==> config.mk <==
export PLATFORM = sky130hd
export DESIGN_NAME = fmt_uart
export DESIGN_NICKNAME = d
export VERILOG_FILES = /design/src/rtl/fmt_uart_pkg.sv /design/src/rtl/fmt_uart_fifo.sv /design/src/rtl/fmt_uart_dp.sv /design/src/rtl/fmt_uart_ctrl.sv /design/src/rtl/fmt_uart.sv
export SDC_FILE = /design/constraint.sdc
export NUM_CORES = 1
export LEC_CHECK = 0
export BUFFER_PORTS_ARGS = -buffer_cell sky130_fd_sc_hd__buf_2
export CAP_MARGIN = 20
export CORE_MARGIN = 5
export CORE_UTILIZATION = 59
export CTS_BUF_LIST = sky130_fd_sc_hd__clkbuf_8
export DETAILED_ROUTE_END_ITERATION = 16
export HOLD_SLACK_MARGIN = 0.05
export PLACE_DENSITY_LB_ADDON = 0.15
export SYNTH_ARGS = -nofsm -noshare
export SYNTH_HDL_FRONTEND = slang
export SYNTH_SLANG_ARGS = --single-unit
==> constraint.sdc <==
create_clock -name clk -period 4.4 [get_ports clk]
set_input_delay 0.88 -clock clk [delete_from_list [all_inputs] [get_ports clk]]
set_output_delay 0.88 -clock clk [all_outputs]
set_load 0.05 [all_outputs]
==> src/rtl/fmt_uart_pkg.sv <==
package fmt_uart_pkg;

  localparam logic [1:0] ADDR_DATA = 2'd0;
  localparam logic [1:0] ADDR_STAT = 2'd1;
  localparam logic [1:0] ADDR_CTRL = 2'd2;
  localparam logic [1:0] ADDR_DIV  = 2'd3;

  typedef struct packed {
    logic popRx;
    logic loadTx;
    logic clrOvr;
  } ctlStrobe_t;

  typedef struct packed {
    logic parityMode;
    logic oddSense;
  } frameCfg_t;

  typedef struct packed {
    logic rxAvail;
    logic holdEmpty;
    logic headFerr;
    logic headPerr;
    logic overrun;
    logic txIdle;
  } lineStat_t;

  typedef enum logic [2:0] {
    RX_IDLE,
    RX_START,
    RX_DATA,
    RX_STOP,
    RX_WAITHI
  } rxState_t;

endpackage

==> src/rtl/fmt_uart_fifo.sv <==
module fmt_uart_fifo #(
  parameter int WIDTH = 10,
  parameter int DEPTH = 8
) (
  input  logic             clk,
  input  logic             rstN,
  input  logic             push,
  input  logic [WIDTH-1:0] pushData,
  input  logic             pop,
  output logic [WIDTH-1:0] headData,
  output logic             empty,
  output logic             full
);
  localparam int PTR_W = (DEPTH > 1) ? $clog2(DEPTH) : 1;
  localparam int CNT_W = $clog2(DEPTH + 1);

  logic [WIDTH-1:0] mem [DEPTH];
  logic [PTR_W-1:0] wrPtr, rdPtr;
  logic [CNT_W-1:0] count;

  assign empty    = (count == '0);
  assign full     = (count == CNT_W'(DEPTH));
  assign headData = mem[rdPtr];

  always_ff @(posedge clk or negedge rstN) begin
    if (!rstN) begin
      wrPtr <= '0;
      rdPtr <= '0;
      count <= '0;
    end else begin
      if (push) begin
        wrPtr <= (wrPtr == PTR_W'(DEPTH - 1)) ? '0 : wrPtr + 1'b1;
      end
      if (pop) begin
        rdPtr <= (rdPtr == PTR_W'(DEPTH - 1)) ? '0 : rdPtr + 1'b1;
      end
      case ({push, pop})
        2'b10:   count <= count + 1'b1;
        2'b01:   count <= count - 1'b1;
        default: count <= count;
      endcase
    end
  end

  always_ff @(posedge clk) begin
    if (push) mem[wrPtr] <= pushData;
  end

  AST_NO_OVERFLOW: assert property (@(posedge clk) disable iff (!rstN)
    push |-> !full) else $error("queue push while full");
  AST_NO_UNDERFLOW: assert property (@(posedge clk) disable iff (!rstN)
    pop |-> !empty) else $error("queue pop while empty");
  AST_COUNT_BOUND: assert property (@(posedge clk) disable iff (!rstN)
    count <= CNT_W'(DEPTH)) else $error("queue count out of range");

endmodule

==> src/rtl/fmt_uart_dp.sv <==
module fmt_uart_dp
  import fmt_uart_pkg::*;
#(
  parameter int DIV_W = 8,
  parameter int DEPTH = 8
) (
  input  logic             clk,
  input  logic             rstN,
  input  ctlStrobe_t       strobe,
  input  frameCfg_t        cfg,
  input  logic [DIV_W-1:0] divisor,
  input  logic [7:0]       txWrData,
  input  logic             rxd,
  output logic             txd,
  output lineStat_t        stat,
  output logic [7:0]       headChar
);
  localparam int ENTRY_W = 10;
  localparam logic [3:0] SUB_LAST = 4'd15;
  localparam logic [3:0] SUB_MID  = 4'd7;
  localparam logic [3:0] TX_LAST_BIT = 4'd9;
  localparam logic [3:0] RX_LAST_BIT = 4'd7;

  // baud tick, sixteen per bit
  logic [DIV_W-1:0] divCnt;
  logic tick;
  assign tick = (divCnt >= divisor);

  always_ff @(posedge clk or negedge rstN) begin
    if (!rstN)     divCnt <= '0;
    else if (tick) divCnt <= '0;
    else           divCnt <= divCnt + 1'b1;
  end

  // transmit path
  logic [7:0] holdReg;
  logic       holdFull;
  logic       txBusy;
  logic [8:0] txShift;
  logic [3:0] txBit, txSub;
  logic       txdR;
  logic       txLoad, txPar, txBit8;

  assign txLoad = holdFull && !txBusy;
  assign txPar  = (^holdReg[6:0]) ^ cfg.oddSense;
  assign txBit8 = cfg.parityMode ? txPar : holdReg[7];
  assign txd    = txdR;

  always_ff @(posedge clk or negedge rstN) begin
    if (!rstN) begin
      holdReg  <= '0;
      holdFull <= 1'b0;
      txBusy   <= 1'b0;
      txShift  <= '1;
      txBit    <= '0;
      txSub    <= '0;
      txdR     <= 1'b1;
    end else begin
      if (strobe.loadTx && (!holdFull || txLoad)) begin
        holdReg  <= txWrData;
        holdFull <= 1'b1;
      end else if (txLoad) begin
        holdFull <= 1'b0;
      end
      if (txLoad) begin
        txBusy  <= 1'b1;
        txdR    <= 1'b0;
        txShift <= {1'b1, txBit8, holdReg[6:0]};
        txBit   <= '0;
        txSub   <= '0;
      end else if (txBusy && tick) begin
        if (txSub == SUB_LAST) begin
          txSub <= '0;
          if (txBit == TX_LAST_BIT) begin
            txBusy <= 1'b0;
            txdR   <= 1'b1;
          end else begin
            txdR    <= txShift[0];
            txShift <= {1'b1, txShift[8:1]};
            txBit   <= txBit + 1'b1;
          end
        end else begin
          txSub <= txSub + 1'b1;
        end
      end
    end
  end

  // receive path
  logic [1:0] rxSync;
  logic       rxS;
  rxState_t   rxState;
  logic [3:0] rxSub, rxBit;
  logic [7:0] rxShift;
  logic       overrun;
  logic       stopSample, ovrHit, rxPush, fifoFull, fifoEmpty;
  logic       rxPerr;
  logic [7:0] rxChar;
  logic [ENTRY_W-1:0] headEntry;

  assign rxS        = rxSync[1];
  assign stopSample = (rxState == RX_STOP) && tick && (rxSub == SUB_LAST);
  assign ovrHit     = stopSample && fifoFull;
  assign rxPush     = stopSample && !fifoFull;
  assign rxPerr     = cfg.parityMode && ((^rxShift) ^ cfg.oddSense);
  assign rxChar     = cfg.parityMode ? {1'b0, rxShift[6:0]} : rxShift;

  always_ff @(posedge clk or negedge rstN) begin
    if (!rstN) begin
      rxSync  <= 2'b11;
      rxState <= RX_IDLE;
      rxSub   <= '0;
      rxBit   <= '0;
      rxShift <= '0;
      overrun <= 1'b0;
    end else begin
      rxSync <= {rxSync[0], rxd};
      if (ovrHit)             overrun <= 1'b1;
      else if (strobe.clrOvr) overrun <= 1'b0;
      case (rxState)
        RX_IDLE: begin
          if (!rxS) begin
            rxState <= RX_START;
            rxSub   <= '0;
          end
        end
        RX_START: begin
          if (tick) begin
            if (rxSub == SUB_MID) begin
              rxSub   <= '0;
              rxBit   <= '0;
              rxState <= rxS ? RX_IDLE : RX_DATA;
            end else begin
              rxSub <= rxSub + 1'b1;
            end
          end
        end
        RX_DATA: begin
          if (tick) begin
            if (rxSub == SUB_LAST) begin
              rxSub   <= '0;
              rxShift <= {rxS, rxShift[7:1]};
              if (rxBit == RX_LAST_BIT) rxState <= RX_STOP;
              else                      rxBit   <= rxBit + 1'b1;
            end else begin
              rxSub <= rxSub + 1'b1;
            end
          end
        end
        RX_STOP: begin
          if (tick) begin
            if (rxSub == SUB_LAST) begin
              rxSub   <= '0;
              rxState <= rxS ? RX_IDLE : RX_WAITHI;
            end else begin
              rxSub <= rxSub + 1'b1;
            end
          end
        end
        RX_WAITHI: begin
          if (rxS) rxState <= RX_IDLE;
        end
        default: rxState <= RX_IDLE;
      endcase
    end
  end

  fmt_uart_fifo #(.WIDTH(ENTRY_W), .DEPTH(DEPTH)) u_rxq (
    .clk      (clk),
    .rstN     (rstN),
    .push     (rxPush),
    .pushData ({rxPerr, !rxS, rxChar}),
    .pop      (strobe.popRx),
    .headData (headEntry),
    .empty    (fifoEmpty),
    .full     (fifoFull)
  );

  assign headChar       = fifoEmpty ? 8'h00 : headEntry[7:0];
  assign stat.rxAvail   = !fifoEmpty;
  assign stat.holdEmpty = !holdFull;
  assign stat.headFerr  = !fifoEmpty && headEntry[8];
  assign stat.headPerr  = !fifoEmpty && headEntry[9];
  assign stat.overrun   = overrun;
  assign stat.txIdle    = !txBusy;

  AST_TX_IDLE_HIGH: assert property (@(posedge clk) disable iff (!rstN)
    !txBusy |-> txdR) else $error("line not high while idle");
  AST_TX_START_LOW: assert property (@(posedge clk) disable iff (!rstN)
    $rose(txBusy) |-> !txdR) else $error("frame did not open low");
  AST_OVR_STICKY: assert property (@(posedge clk) disable iff (!rstN)
    (overrun && !strobe.clrOvr) |=> overrun) else $error("overrun lost");
  AST_OVR_CLEAR: assert property (@(posedge clk) disable iff (!rstN)
    (strobe.clrOvr && !ovrHit) |=> !overrun) else $error("overrun not cleared");

endmodule

==> src/rtl/fmt_uart_ctrl.sv <==
module fmt_uart_ctrl
  import fmt_uart_pkg::*;
#(
  parameter int               DIV_W     = 8,
  parameter logic [DIV_W-1:0] DIV_RESET = '0
) (
  input  logic             clk,
  input  logic             rstN,
  input  logic [1:0]       addr,
  input  logic             rdEn,
  input  logic             wrEn,
  input  logic [7:0]       wrData,
  output logic [7:0]       rdData,
  output logic             irq,
  output ctlStrobe_t       strobe,
  output frameCfg_t        cfg,
  output logic [DIV_W-1:0] divisor,
  input  lineStat_t        stat,
  input  logic [7:0]       headChar
);
  logic [3:0] ctrlReg;
  logic [7:0] statByte;

  assign cfg.parityMode = ctrlReg[0];
  assign cfg.oddSense   = ctrlReg[1];

  assign strobe.popRx  = rdEn && (addr == ADDR_DATA) && stat.rxAvail;
  assign strobe.loadTx = wrEn && (addr == ADDR_DATA);
  assign strobe.clrOvr = rdEn && (addr == ADDR_STAT);

  assign statByte = {2'b00, stat.txIdle, stat.overrun, stat.headPerr,
                     stat.headFerr, stat.holdEmpty, stat.rxAvail};

  assign irq = (ctrlReg[2] && stat.rxAvail) || (ctrlReg[3] && stat.holdEmpty);

  always_ff @(posedge clk or negedge rstN) begin
    if (!rstN) begin
      ctrlReg <= '0;
      divisor <= DIV_RESET;
      rdData  <= '0;
    end else begin
      if (wrEn && addr == ADDR_CTRL) ctrlReg <= wrData[3:0];
      if (wrEn && addr == ADDR_DIV)  divisor <= DIV_W'(wrData);
      if (rdEn) begin
        case (addr)
          ADDR_DATA: rdData <= headChar;
          ADDR_STAT: rdData <= statByte;
          ADDR_CTRL: rdData <= {4'b0000, ctrlReg};
          default:   rdData <= 8'(divisor);
        endcase
      end
    end
  end

  AST_NO_POP_EMPTY_READ: assert property (@(posedge clk) disable iff (!rstN)
    (rdEn && addr == ADDR_DATA && !stat.rxAvail) |=> (rdData == 8'h00))
    else $error("empty read returned data");

endmodule

==> src/rtl/fmt_uart.sv <==
module fmt_uart
  import fmt_uart_pkg::*;
#(
  parameter int               DIV_W     = 8,
  parameter int               DEPTH     = 8,
  parameter logic [DIV_W-1:0] DIV_RESET = '0
) (
  input  logic       clk,
  input  logic       rstN,
  input  logic [1:0] addr,
  input  logic       rdEn,
  input  logic       wrEn,
  input  logic [7:0] wrData,
  output logic [7:0] rdData,
  input  logic       rxd,
  output logic       txd,
  output logic       irq
);
  ctlStrobe_t       strobe;
  frameCfg_t        cfg;
  lineStat_t        stat;
  logic [DIV_W-1:0] divisor;
  logic [7:0]       headChar;

  fmt_uart_ctrl #(.DIV_W(DIV_W), .DIV_RESET(DIV_RESET)) u_ctrl (
    .clk      (clk),
    .rstN     (rstN),
    .addr     (addr),
    .rdEn     (rdEn),
    .wrEn     (wrEn),
    .wrData   (wrData),
    .rdData   (rdData),
    .irq      (irq),
    .strobe   (strobe),
    .cfg      (cfg),
    .divisor  (divisor),
    .stat     (stat),
    .headChar (headChar)
  );

  fmt_uart_dp #(.DIV_W(DIV_W), .DEPTH(DEPTH)) u_dp (
    .clk      (clk),
    .rstN     (rstN),
    .strobe   (strobe),
    .cfg      (cfg),
    .divisor  (divisor),
    .txWrData (wrData),
    .rxd      (rxd),
    .txd      (txd),
    .stat     (stat),
    .headChar (headChar)
  );

endmodule

Word-level counts from Yosys, hierarchy flattened
Memories as Yosys holds them, arrays and structs flattened.
Cells that the tools add are included.
{"block": "word_totals", "reg_bits": 88, "latchBits": 0, "ram_bits": 80, "mem_bits_ro": 0, "out_inout_bits": 10, "word_cells": 165, "memories": 1}
{"memory": "u_dp.u_rxq.mem", "depth": 8, "word_bits": 10, "rd": 1, "rd_ports_with_merged_regs": 0, "wr": 1, "line_no": "fmt_uart_fifo.sv:17", "rtl": "logic [WIDTH-1:0] mem [DEPTH];"}
{"block": "op_classes", "addsub": 9, "n_mul": 0, "n_div": 0, "magnitude_cmp": 1, "eq_ne": 29, "shifts": 0, "muxes": 57, "bitwise": 2, "n_reduce_logical": 46}
{"operator": "4-bit two-way mux", "n": 17}
{"operator": "3-bit two-way mux", "n": 12}
{"operator": "9-bit two-way mux", "n": 4}
{"operator": "8-bit two-way mux", "n": 3}
{"operator": "8-bit one-hot mux with 3 select lines", "n": 1}
{"operator": "4-bit by 1-bit adder with 4-bit output, second input constant", "n": 5}
{"operator": "1-bit logical AND", "n": 18}
{"operator": "2-bit by 1-bit != test with 1-bit output, second input constant", "n": 9}
{"operator": "4-bit equality test, second input constant", "n": 4}
{"operator": "4-bit one-hot mux with 2 select lines", "n": 2}
{"operator": "1-bit two-way mux", "n": 15}
{"operator": "3-bit one-hot mux with 5 select lines", "n": 1}
{"operator": "2-bit nonzero test", "n": 7}
{"operator": "4-bit one-hot mux with 3 select lines", "n": 1}
{"operator": "3-bit equality test, second input constant", "n": 3}
{"operator": "3-bit AND reduction", "n": 3}
{"operator": "9-bit AND reduction", "n": 1}
{"operator": "8-bit by 1-bit adder with 8-bit output, second input constant", "n": 1}
{"operator": "4-bit by 3-bit equality test with 1-bit output, second input constant", "n": 2}
{"operator": "8-bit >= comparator", "n": 1}
{"operator": "8-bit parity", "n": 1}
{"operator": "7-bit parity", "n": 1}
{"operator": "3-bit by 1-bit adder with 3-bit output, second input constant", "n": 2}
{"operator": "2-bit equality test, second input constant", "n": 3}
{"operator": "17 further kinds", "n": 27}

Logic depth before layout (Yosys ltp)
Gate-level depths: netlist (run 1).
{"block": "logic_depth", "word_depth": 6, "ltp_mapped": 15}

By module
From an unflattened synthesis (run 1), not the netlist that was laid out.
{"block": "hier_totals", "hier_cells": 565, "area_unflattened_um2": 7875.1}
{"mod": "fmt_uart_fifo", "instances": 1, "cells_per_inst": 175, "area_per_inst_um2": 3677.3, "seq_area_each_um2": 2652.5}
{"mod": "fmt_uart_dp", "instances": 1, "cells_per_inst": 307, "area_per_inst_um2": 3194.3, "seq_area_each_um2": 1440.1}
{"mod": "fmt_uart_ctrl", "instances": 1, "cells_per_inst": 83, "area_per_inst_um2": 1003.5, "seq_area_each_um2": 500.5}

Least setup slack after synthesis (run 1)
No wires, ideal clock.
{"block": "synth_timing", "kind": "reg2reg", "from": "register u_dp.divCnt[3]", "to": "memory u_dp.u_rxq.mem[2][0], enable pin", "arrival_ps": 2725, "required_ps": 3996, "path_slack_ps": 1271, "path_stages_with_launch": 9, "n_path_buf": 0, "period_less_slack_ps": 3129, "path_cell_list": "dfrtp_1 -> ha_1 -> o21ai_1 -> o21bai_2 -> and3_4 -> nor2_2 -> nor4b_4 -> inv_1 -> nor4_1"}
{"block": "synth_between", "elab_chain_len": 6}
{"item": "start, declared", "line_no": "fmt_uart_dp.sv:25", "rtl": "logic [DIV_W-1:0] divCnt;"}
{"item": "start signal, assigned", "line_no": "fmt_uart_dp.sv:32", "rtl": "else divCnt <= divCnt + 1'b1;"}
{"item": "8-bit >= comparator", "line_no": "fmt_uart_dp.sv:27", "rtl": "assign tick = (divCnt >= divisor);"}
{"item": "1-bit logical AND (2 in series)", "line_no": "fmt_uart_dp.sv:102", "rtl": "assign stopSample = (rxState == RX_STOP) && tick && (rxSub == SUB_LAST);"}
{"item": "1-bit logical AND", "line_no": "fmt_uart_dp.sv:104", "rtl": "assign rxPush = stopSample && !fifoFull;"}
{"item": "1-bit two-way mux", "line_no": "fmt_uart_fifo.sv:46", "rtl": "if (push) mem[wrPtr] <= pushData;"}
{"item": "1-bit two-way mux (implied by the code)", "line_no": "fmt_uart_fifo.sv:46"}
{"item": "end, declared", "line_no": "fmt_uart_fifo.sv:17"}
No other way between the ends.

Worst setup path in the final report (run 1)
{"block": "layout_timing", "from": "register u_ctrl.divisor[7]", "to": "register u_dp.u_rxq.count[2]"}
{"block": "layout_between", "elab_chain_len": 6}
{"item": "start, declared", "line_no": "fmt_uart_ctrl.sv:17", "rtl": "output logic [DIV_W-1:0] divisor,"}
{"item": "start signal, assigned", "line_no": "fmt_uart_ctrl.sv:43", "rtl": "if (wrEn && addr == ADDR_DIV) divisor <= DIV_W'(wrData);"}
{"item": "8-bit >= comparator (*)", "line_no": "fmt_uart_dp.sv:27"}
{"item": "1-bit logical AND (*) (2 in series)", "line_no": "fmt_uart_dp.sv:102"}
{"item": "1-bit logical AND (*)", "line_no": "fmt_uart_dp.sv:104"}
{"item": "2-bit by 1-bit equality test with 1-bit output or 2-bit equality test (tied branches)", "line_no": "fmt_uart_fifo.sv:37", "rtl": "case ({push, pop})"}
{"item": "4-bit one-hot mux with 2 select lines or 2-bit nonzero test (tied branches)"}
{"item": "end signal, assigned", "line_no": "fmt_uart_fifo.sv:38", "rtl": "2'b10: count <= count + 1'b1;"}
{"item": "end signal, assigned", "line_no": "fmt_uart_fifo.sv:39", "rtl": "2'b01: count <= count - 1'b1;"}
{"item": "end signal, assigned", "line_no": "fmt_uart_fifo.sv:40", "rtl": "default: count <= count;"}
{"item": "end, declared", "line_no": "fmt_uart_fifo.sv:19", "rtl": "logic [CNT_W-1:0] count;"}
Mark *: on every way between the ends. The rest lies on a longest branch, timed or not.
A chain may end at the register's enable or synchronous reset.

==> results by group, run 1 <==
Timing
  • Tmin final: 3.58 ns
  • Worst Tran Pin Value: 0.917 ns
  • Unrepaired setup endpoints after global routing: no
  • Slew Limit Fails: 0
  • Final setup margin: 0.821 ns
  • Setup Skew: 0.0132 ns
  • Rel. slew slack: 38.4%
  • Setup tns final: 0 ns
  • Finish-stage setup viols: 0
  • Final Cycle Share: 81.4%
  • Final hold viol count: 0
  • Max Freq: 279 MHz

Critical path
  • Nature of the critical path endpoint: flop
  • Type of the worst setup path: flop to flop
  • Reg2reg start: u_ctrl.divisor[7]
  • Critical path startpoint category: flop
  • R2r worst-path depth: 14
  • Buffers & Inverters on Critical Path: 2
  • Setup slack, reg-to-reg: 0.82 ns
  • CP max stage delay: 0.48 ns
  • Top Family by Delay on Critical Path: simple AND/OR/NAND/NOR gates
  • CP required: 4.73 ns
  • Cell Chain, Critical Path: inv_1 > ha_1 > and2_2 > a221o_2 > nor2_2 > nor4b_4 > inv_1 > ha_1 > xor2_1 > ha_1 > a21oi_1 > xor2_1 > nor2_1 > xor2_1
  • Arrival @ worst endpoint: 3.91 ns
  • Crit path max fanout: 13
  • Worst reg2reg endpoint: u_dp.u_rxq.count[2]
  • Slowest cell on the critical path: nor2_2

Floorplanning
  • Die W: 124 um
  • Initial Utilization: 60.7%
  • Core ar.: 12700 um^2
  • I/O Pins: 25
  • Die height: 124 um
  • Die area: 15400 um^2
  • # rows: 41

Clocking
  • CTS clk-pin slew, worst paths: 0.08 ns
  • Setup bufs post-CTS: 0
  • CTS tree: done
  • Clk root buf: clkbuf_8
  • Post-CTS sizing: 0
  • Cts-stage hold buffer count: 0
  • CTS Buf Count: 17
  • H-Tree Depth: 4
  • CTS sink cnt: 167
  • Worst-skew pair later-pin latency: 0.45 ns
  • Clk buf depth: 2

Route
  • Total number of vias: 4680
  • Routed len/inst: 19.4 um
  • DR iter-0 viols: 470
  • WL final: 15200 um
  • Number of vias per cell: 5.97
  • Final ANT Viol Nets: 0
  • Residual DRC count: 0
  • TritonRoute pass-1 iters: 7

Synth
  • Syn Nets: 607
  • Ys async rst share: 52.1%
  • Post-Syn Area: 7690 um^2
  • Mean Syn Cell Area: 13.5 um^2
  • Most common cell in the netlist: edfxtp_1
  • EDFF count, synth: 80
  • Most instantiated cells after synthesis: 80 x edfxtp_1, 76 x dfrtp_1, 38 x nand2_1, 35 x nor2_1, 31 x mux2_2
  • #FFs+latches synth: 167
  • Syn Inst Count: 571
  • Count of cell types in the netlist: 65
  • Cell taking the most area after synthesis: edfxtp_1
  • Sequential area share after synthesis: 59.8%
  • Synth warn: 0
  • Top-area cell type share of the netlist area: 31.3%
  • Main area contributors after synthesis: edfxtp_1 31%, dfrtp_1 25%, mux4_2 5.9%
  • Top FF cell, synth: edfxtp_1

Outcome
  • Run status: completed

Power and ir drop
  • Power Density: 493 nW/um^2
  • VDD IR-drop max: 313 uV
  • P_leak: 3.33 nW

Global route
  • Largest net degree at the start of global routing: 58
  • Antenna violations before repair: 0
  • Global-route wire length before repair: 24700 um
  • Vias in the first global route: 4611
  • Gr usage total: 21.7%
  • GRT overflow: 0

Hold path
  • Hold EP: u_dp.rxSync[1]
  • Hold_sp: u_dp.rxSync[0]
  • WHS Path Cells: 0
  • Worst hold-check path type: flop to flop

Layout
  • Multi-input gate area: 2920 um^2
  • Layout cells sized above 1: 23.9%
  • P&R area growth vs syn: 8.82%
  • Sequential cell area: 4590 um^2
  • Net count, final: 635
  • Final non-filler cell total: 784
  • # diodes: 0
  • Fillers: 952

Placed design
  • PortBufs: 24
  • GPL Wtd Cong: 0.885
  • Hpwl dp: 10700 um
  • Pre-CTS WS: 0.850 ns
  • Placed Cells: 752

Run
  • Maxcap violations: 0
[where the power goes]
| group | leakage, nW | internal [mW] | switching, mW |
|---|---|---|---|
| clock network | 0.214 | 0.522 | 0.511 |
| registers | 1.77 | 1.80 | 0.276 |
| logic | 1.35 | 0.502 | 0.512 |
| total | 3.33 | 2.83 | 1.30 |
[placed cells by master, fill, tap and decap left out, types with 6 or more instances in the layout]
master	synthesis	routed
edfxtp_1	80	80
dfrtp_1	76	76
nand2_1	38	38
nor2_1	35	35
mux2_2	31	31
inv_1	19	23
buf_2	5	23
nand3_1	22	22
o21ai_0	22	22
ha_1	21	21
mux4_2	20	20
clkbuf_8	2	19
nor3_1	17	17
xnor2_1	17	17
a21oi_1	15	15
mux2i_1	13	13
xor2_1	11	11
dfstp_2	11	11
buf_4	0	10
o22ai_1	8	8
nor2b_1	7	7
and3_1	6	6
mux2_4	6	6
[final cells by class]
class / count / area share (%)
clock buffers: 19 / 3.13
clock inverters: 13 / 1.41
inverters: 19 / 0.853
multi-input cells: 361 / 34.9
flip-flops and latches: 167 / 54.9
well taps: 172 / 2.57
repair buffers: 33 / 2.27
[routing by layer]
metal / track usage [%] / vias up / share of wire [%]
met1: 31.7 / 2375 / 47
met4: 6.98 / 0 / 1.9
met2: 32.3 / 99 / 46
li1: - / 2186 / -
met3: 5.54 / 20 / 5.0
met5: 0 / - / 0
[worst max-delay path by stage]
stage	start	endpoint	slack [ns]	depth (start not counted)
floorplan	u_dp.divCnt[3]	u_dp.u_rxq.mem[2][0]	1.27	8
global placement	u_ctrl.divisor[7]	u_dp.u_rxq.count[2]	1.02	14
detailed placement	u_ctrl.divisor[7]	u_dp.u_rxq.count[2]	0.85	14
CTS	u_ctrl.divisor[7]	u_dp.u_rxq.count[2]	0.83	14
global route	u_ctrl.divisor[7]	u_dp.u_rxq.count[2]	0.61	14
finish	u_ctrl.divisor[7]	u_dp.u_rxq.count[2]	0.82	14
[through the flow]
step	utilization (%)	power, mW	hold slack [ns]	instance area, um^2
6_report	66.0	4.13	0.370	8360
5_1_grt	66.0	4.37	0.383	8360
4_1_cts	66.0	4.16	0.373	8360
3_5_place_dp	63.0	3.13	0.356	7990
3_3_place_gp	63.0	3.08	0.355	7990
2_1_floorplan	-	2.85	0.345	7690
[flip-flops by register name (all words and copies together) (netlist names), 8 cells and up]
name,count
u_dp.u_rxq.mem,80
u_dp.txShift,8
u_dp.holdReg,8
u_ctrl.divisor,8
u_dp.rxShift,8
u_dp.divCnt,8
u_ctrl.rdData,8
[logic make-up (layout without fill, tap and decap cells)]
family	count (synthesis)	in the layout	synth area share [%]
flops	167	167	59.8
simple gates	164	164	11.1
compound gates	78	78	6.54
mux	70	70	13.3
buf+inv	43	84	2.75
xor+xnor	28	28	3.19
fa+ha+maj	21	21	3.42
Power figures use the tool's default switching activity.
==> inputs of run 2 (changes only) <==
==> constraint.sdc (replaced) <==
create_clock -name clk -period 3.55 [get_ports clk]
set_input_delay 0.71 -clock clk [delete_from_list [all_inputs] [get_ports clk]]
set_output_delay 0.71 -clock clk [all_outputs]
set_load 0.05 [all_outputs]
==> run 2 against run 1 <==
Compared with the run above:
- clock power rose by 31%
- flip-flop and latch count did not move
- wire length grew 3.5%
==> results by group, run 2 (synthesis results as in run 1) <==
Route
  • Number of vias per cell: 6.03 (+0.94%)
  • Total number of vias: 4772 (+2.0%)
  • WL final: 15800 um (+3.5%)
  • Routed len/inst: 19.9 um (+2.4%)
  • Final ANT Viol Nets: 0 (unchanged)
  • DR iter-0 viols: 538 (+14%)
  • TritonRoute pass-1 iters: 6 (-1)
  • Residual DRC count: 0 (unchanged)

Global route
  • Gr usage total: 22.3% (+0.58 points)
  • Antenna violations before repair: 0 (unchanged)
  • Vias in the first global route: 4782 (+3.7%)
  • Largest net degree at the start of global routing: 37 (-36%)
  • Global-route wire length before repair: 25600 um (+3.7%)
  • GRT overflow: 0 (unchanged)

Critical path
  • Type of the worst setup path: flop to flop
  • Nature of the critical path endpoint: flop
  • CP required: 3.88 ns (-0.85 ns)
  • Critical path startpoint category: flop
  • Crit path max fanout: 8 (-5)
  • Arrival @ worst endpoint: 3.54 ns (-0.37 ns)

Power and ir drop
  • Internal power: 3.62 mW (+28%)
  • Power Density: 629 nW/um^2 (+28%)
  • Clock share of power: 25.4% (+0.4 points)
  • Post-layout power: 5.30 mW (+28%)
  • Psw: 1.68 mW (+29%)
  • VDD IR-drop max: 339 uV (+8.4%)
  • Net Sw Frac: 31.6% (+0.13 points)
  • P_leak: 3.42 nW (+2.8%)
  • Logic gate share of total power: 26.3% (+1.7 points)
  • Seq pwr share: 48.3% (-2.1 points)

Layout
  • P&R area growth vs syn: 9.65%
  • Commonest non-fill, non-tap cells in the layout: 80 x edfxtp_1, 76 x dfrtp_1, 38 x nand2_1, 35 x nor2_1, 31 x mux2_2
  • Largest Register: u_dp.u_rxq.mem
  • Final non-filler cell total: 792 (+1.0%)
  • Layout cells sized above 1: 24.2% (+0.34 points)
  • Commonest non-fill, non-tap cell in the layout: edfxtp_1
  • Post-route cell area: 8430 um^2 (+0.76%)
  • Max reg flops: 80 (unchanged)
  • # diodes: 0 (unchanged)
  • Net count, final: 643 (+1.3%)

Floorplanning
  • # rows: 41 (unchanged)
  • Die W: 124 um (unchanged)
  • Initial Utilization: 60.7% (unchanged)
  • Die area: 15400 um^2 (unchanged)
  • Core ar.: 12700 um^2 (unchanged)
  • Die height: 124 um (unchanged)
  • I/O Pins: 25 (unchanged)

Clocking
  • CTS sink cnt: 167 (unchanged)
  • H-Tree Depth: 4 (unchanged)
  • Post-CTS sizing: 0 (unchanged)
  • CTS clk-pin slew, worst paths: 0.08 ns (about the same)
  • Clk buf depth: 2 (unchanged)
  • Setup bufs post-CTS: 0 (unchanged)
  • Clk root buf: clkbuf_8
  • Worst-skew pair later-pin latency: 0.45 ns (about the same)
  • CTS Buf Count: 17 (unchanged)
  • CTS tree: done
  • Cts-stage hold buffer count: 0 (unchanged)

Timing
  • Tmin final: 3.21 ns (-0.366 ns)
  • Slew Limit Fails: 0 (unchanged)
  • Max Freq: 311 MHz (+11%)
  • Finish-stage setup viols: 0 (unchanged)
  • Final Cycle Share: 90.5% (+9.2 points)
  • Final hold viol count: 0 (unchanged)
  • Rel. slew slack: 38.5% (+0.051 points)
  • Setup Skew: 0.0118 ns (-0.00137 ns)
  • Final setup margin: 0.337 ns (-0.484 ns)
  • Setup tns final: 0 ns (unchanged)
  • Worst Tran Pin Value: 0.923 ns (+0.00611 ns)
  • Unrepaired setup endpoints after global routing: no

Placed design
  • Placed Area: 8040 um^2 (+0.64%)
  • Pre-CTS WS: 0.368 ns (-0.482 ns)
  • GPL Wtd Cong: 0.823 (-7.0%)
  • Hpwl dp: 11300 um (+5.9%)
  • PortBufs: 24 (unchanged)
  • Placed Cells: 760 (+1.1%)

Run
  • Maxcap violations: 0 (unchanged)

Hold path
  • Worst hold-check path type: input pin to asynchronous set/reset pin

Outcome
  • Run status: completed
[run 2: changes by cell type in the layout (fill, tap and decap cells not counted), sizes merged]
cell,before,now
buf,33,41
bufinv,2,3
clkinv,7,2
inv,23,27
[run 2: final timing paths]
kind | slack (ns) | to | startpoint | cells past startpoint
worst max-delay path | 0.34 | u_dp.u_rxq.count[2] | u_dp.divCnt[2] | 14
worst min-delay path | 0.20 | u_dp.u_rxq.rdPtr[0] | rstN | 1
worst max register to register | 0.34 | u_dp.u_rxq.count[2] | u_dp.divCnt[2] | 14
worst min register to register | 0.36 | u_dp.rxSync[1] | u_dp.rxSync[0] | 0
max in group asynchronous | 2.56 | u_dp.txShift[4] | rstN | 2
min in group clk | 0.35 | u_dp.rxSync[0] | rxd | 1
[run 2: worst max-delay path: stages (launching register included)]
cell,delay [ns]
dfrtp_1,0.43
ha_1,0.30
nor3_1,0.06
o21bai_2,0.15
and3_4,0.24
nor2_2,0.07
nor4b_4,0.42
inv_1,0.25
ha_1,0.31
xor2_1,0.16
ha_1,0.18
a21oi_1,0.14
xor2_1,0.16
nor2_1,0.07
xor2_1,0.14
[run 2: power groups by stage]
stage | Sequential, mW | Clock [mW] | Combinational, mW
final | 2.56 | 1.35 | 1.40
after global routing | 2.59 | 1.45 | 1.53
after CTS | 2.55 | 1.36 | 1.41
after detailed placement | 2.59 | 0 | 1.40
after global placement | 2.58 | 0 | 1.35
after floorplan | 2.51 | 0 | 1.08
[run 2: per-stage QoR]
| stage | utilization, % | hold slack [ns] |
|---|---|---|
| 6_report | 66.5 | 0.199 |
| 5_1_grt | 66.5 | 0.221 |
| 4_1_cts | 66.5 | 0.207 |
| 3_5_place_dp | 63.4 | 0.349 |
| 3_3_place_gp | 63.4 | 0.345 |
| 2_1_floorplan | - | 0.345 |
[run 2: final cells by class]
cell class                 count  area, um^2
clock inverter                13         130
multi-input combinational    361        2910
sequential                   167        4590
clock buffer                  19         262
timing repair buffer          41         250
fill                         931        4240
inverter                      19        71.3
tap                          172         215
[run 2: routing by layer]
layer / GRT usage, % / part of all wire [%] / up-vias
li1: - / - / 2200
met1: 31.8 / 46 / 2434
met2: 35.0 / 48 / 116
met3: 4.81 / 4.2 / 22
met4: 6.30 / 1.3 / 0
met5: 0 / 0 / -
==> inputs of run 3 (changes only) <==
--- a/config.mk
+++ b/config.mk
@@ -5,12 +5,13 @@
 export SDC_FILE = /design/constraint.sdc
 export NUM_CORES = 1
 export LEC_CHECK = 0
-export BUFFER_PORTS_ARGS = -buffer_cell sky130_fd_sc_hd__buf_2
 export CAP_MARGIN = 20
 export CORE_MARGIN = 5
 export CORE_UTILIZATION = 59
 export CTS_BUF_LIST = sky130_fd_sc_hd__clkbuf_8
+export CTS_CLUSTER_SIZE = 8
 export DETAILED_ROUTE_END_ITERATION = 16
+export DONT_BUFFER_PORTS = 1
 export HOLD_SLACK_MARGIN = 0.05
 export PLACE_DENSITY_LB_ADDON = 0.15
 export SYNTH_ARGS = -nofsm -noshare
==> run 3 against run 2 <==
Compared with the run above:
- clock power about the same
- setup slack worse by 0.096 ns
- clock skew about the same
- critical endpoint unchanged
==> results by group, run 3 (synthesis results as in run 1) <==
Outcome
  • Run status: completed

Route
  • Total number of vias: 4668 (-2.2%)
  • Routed len/inst: 20.4 um (+2.5%)
  • Number of vias per cell: 6.09 (+1.0%)
  • WL final: 15700 um (-0.77%)
  • Residual DRC count: 0 (unchanged)
  • TritonRoute pass-1 iters: 5 (-1)
  • Final ANT Viol Nets: 0 (unchanged)
  • DR iter-0 viols: 422 (-22%)

Floorplanning
  • Die W: 124 um (unchanged)
  • I/O Pins: 25 (unchanged)
  • Die area: 15400 um^2 (unchanged)
  • Initial Utilization: 60.7% (unchanged)
  • # rows: 41 (unchanged)
  • Core ar.: 12700 um^2 (unchanged)
  • Die height: 124 um (unchanged)

Layout
  • Fillers: 939 (+0.86%)
  • Final non-filler cell total: 767 (-3.2%)
  • P&R area growth vs syn: 8.12%
  • Largest Register: u_dp.u_rxq.mem
  • Layout cells sized above 1: 21.8% (-2.3 points)
  • Commonest non-fill, non-tap cell in the layout: edfxtp_1
  • Max reg flops: 80 (unchanged)
  • Net count, final: 618 (-3.9%)
  • Commonest non-fill, non-tap cells in the layout: 80 x edfxtp_1, 76 x dfrtp_1, 38 x nand2_1, 35 x nor2_1, 31 x mux2_2
  • # diodes: 0 (unchanged)

Placed design
  • Placed Cells: 733 (-3.6%)
  • GPL Wtd Cong: 0.840 (+2.1%)
  • PortBufs: 0 (-100%)
  • Hpwl dp: 10600 um (-6.7%)

Timing
  • Hold_ws: 0.0984 ns (-0.101 ns)
  • Max Freq: 302 MHz (-2.9%)
  • Final Cycle Share: 93.2% (+2.7 points)
  • Final hold viol count: 0 (unchanged)
  • Finish-stage setup viols: 0 (unchanged)
  • Tmin final: 3.31 ns (+0.0960 ns)
  • Unrepaired setup endpoints after global routing: no
  • Rel. slew slack: 35.8% (-2.7 points)
  • Setup tns final: 0 ns (unchanged)
  • Slew Limit Fails: 0 (unchanged)
  • Setup Skew: 0.0120 ns (+0.000216 ns)
  • Worst Tran Pin Value: 0.956 ns (+0.0336 ns)

Critical path
  • Type of the worst setup path: flop to flop
  • Critical path startpoint category: flop
  • Arrival @ worst endpoint: 3.65 ns (+0.11 ns)
  • CP required: 3.89 ns (about the same)
  • Setup crit start: u_dp.divCnt[3]
  • Nature of the critical path endpoint: flop
  • Setup slack, reg-to-reg: 0.24 ns (-0.10 ns)
  • Crit path max fanout: 8 (unchanged)
  • Reg2reg start: u_dp.divCnt[3]
  • R2r worst-path depth: 14 (unchanged)
  • Worst reg2reg endpoint: u_dp.u_rxq.count[2]

Global route
  • Vias in the first global route: 4618 (-3.4%)
  • Global-route wire length before repair: 25000 um (-2.2%)
  • Antenna violations before repair: 0 (unchanged)
  • GRT overflow: 0 (unchanged)
  • Gr usage total: 22.1% (-0.14 points)
  • Largest net degree at the start of global routing: 77 (+110%)

Clocking
  • Clk buf depth: 2 (unchanged)
  • CTS Buf Count: 17 (unchanged)
  • Clk root buf: clkbuf_8
  • Worst-skew pair later-pin latency: 0.46 ns (about the same)
  • H-Tree Depth: 4 (unchanged)
  • CTS sink cnt: 167 (unchanged)
  • CTS clk-pin slew, worst paths: 0.09 ns (about the same)
  • CTS tree: done
  • Setup bufs post-CTS: 0 (unchanged)

Power and ir drop
  • Power Density: 628 nW/um^2 (-0.15%)
  • VDD IR-drop max: 302 uV (-11%)
  • P_leak: 3.31 nW (-3.4%)
  • Post-layout power: 5.22 mW (-1.5%)

Run
  • Maxcap violations: 0 (unchanged)

Hold path
  • Worst hold-check path type: input pin to asynchronous set/reset pin
[run 3: changes by cell type in the layout (fill, tap and decap cells not counted), sizes merged]
cell         change
buf             -26
dlygate4sd3      +1
bufinv           -1
clkbuf           -1
inv              -4
clkinv           +6
[run 3: worst max-delay path, stage by stage (launching register included)]
cell	delay, ns
dfrtp_1	0.44
ha_1	0.30
o21ai_1	0.09
o21bai_2	0.17
and3_4	0.26
nor2_2	0.07
nor4b_4	0.42
inv_1	0.24
ha_1	0.30
xor2_1	0.17
ha_1	0.19
a21oi_1	0.16
xor2_1	0.18
nor2_1	0.07
xor2_1	0.14
[run 3: worst max path at each step]
stage,endpoint,slack (ns),cells past startpoint
after detailed placement,u_dp.u_rxq.count[2],0.27,14
after CTS,u_dp.u_rxq.count[2],0.25,14
after global placement,u_dp.u_rxq.count[2],0.45,14
after global routing,u_dp.u_rxq.count[2],0.04,14
final,u_dp.u_rxq.count[2],0.24,14
after floorplan,u_dp.u_rxq.mem[2][0],0.42,8
[run 3: stage by stage]
step / cell area (um^2) / util (%) / setup WS (ns)
final: 8310 / 65.6 / 0.241
after global routing: 8310 / 65.6 / 0.0430
after floorplan: 7690 / - / 0.421
after detailed placement: 7890 / 62.3 / 0.270
after CTS: 8300 / 65.5 / 0.250
after global placement: 7890 / 62.3 / 0.446
[run 3: power by group]
group	switching, mW	internal (mW)
Combinational	0.604	0.657
Clock	0.682	0.637
Sequential	0.403	2.23
[run 3: what timing repair did]
action                                 CTS  global route
endpoints found under the hold margin   76             2
resized for setup                        0             0
hold buffers                             1             1
[run 3: per-layer routing]
metal	vias to the layer above	GRT usage [%]	part of all wire, %	wire length (um)
met4	0	8.97	2.3	355
met1	2357	32.2	46	7150
met2	142	32.7	46	7270
met3	20	4.81	5.6	872
met5	-	0	0	0
li1	2149	-	-	-
[run 3: area by class of cell]
class	instances	area [um^2]	share of cell area [%]
Timing Repair Buffer	16	143	1.72
Inverter	19	71.3	0.858
Tap cell	172	215	2.59
Sequential cell	167	4590	55.3
Clock buffer	18	248	2.98
Multi-Input combinational cell	361	2910	35.0
Clock inverter	14	134	1.61
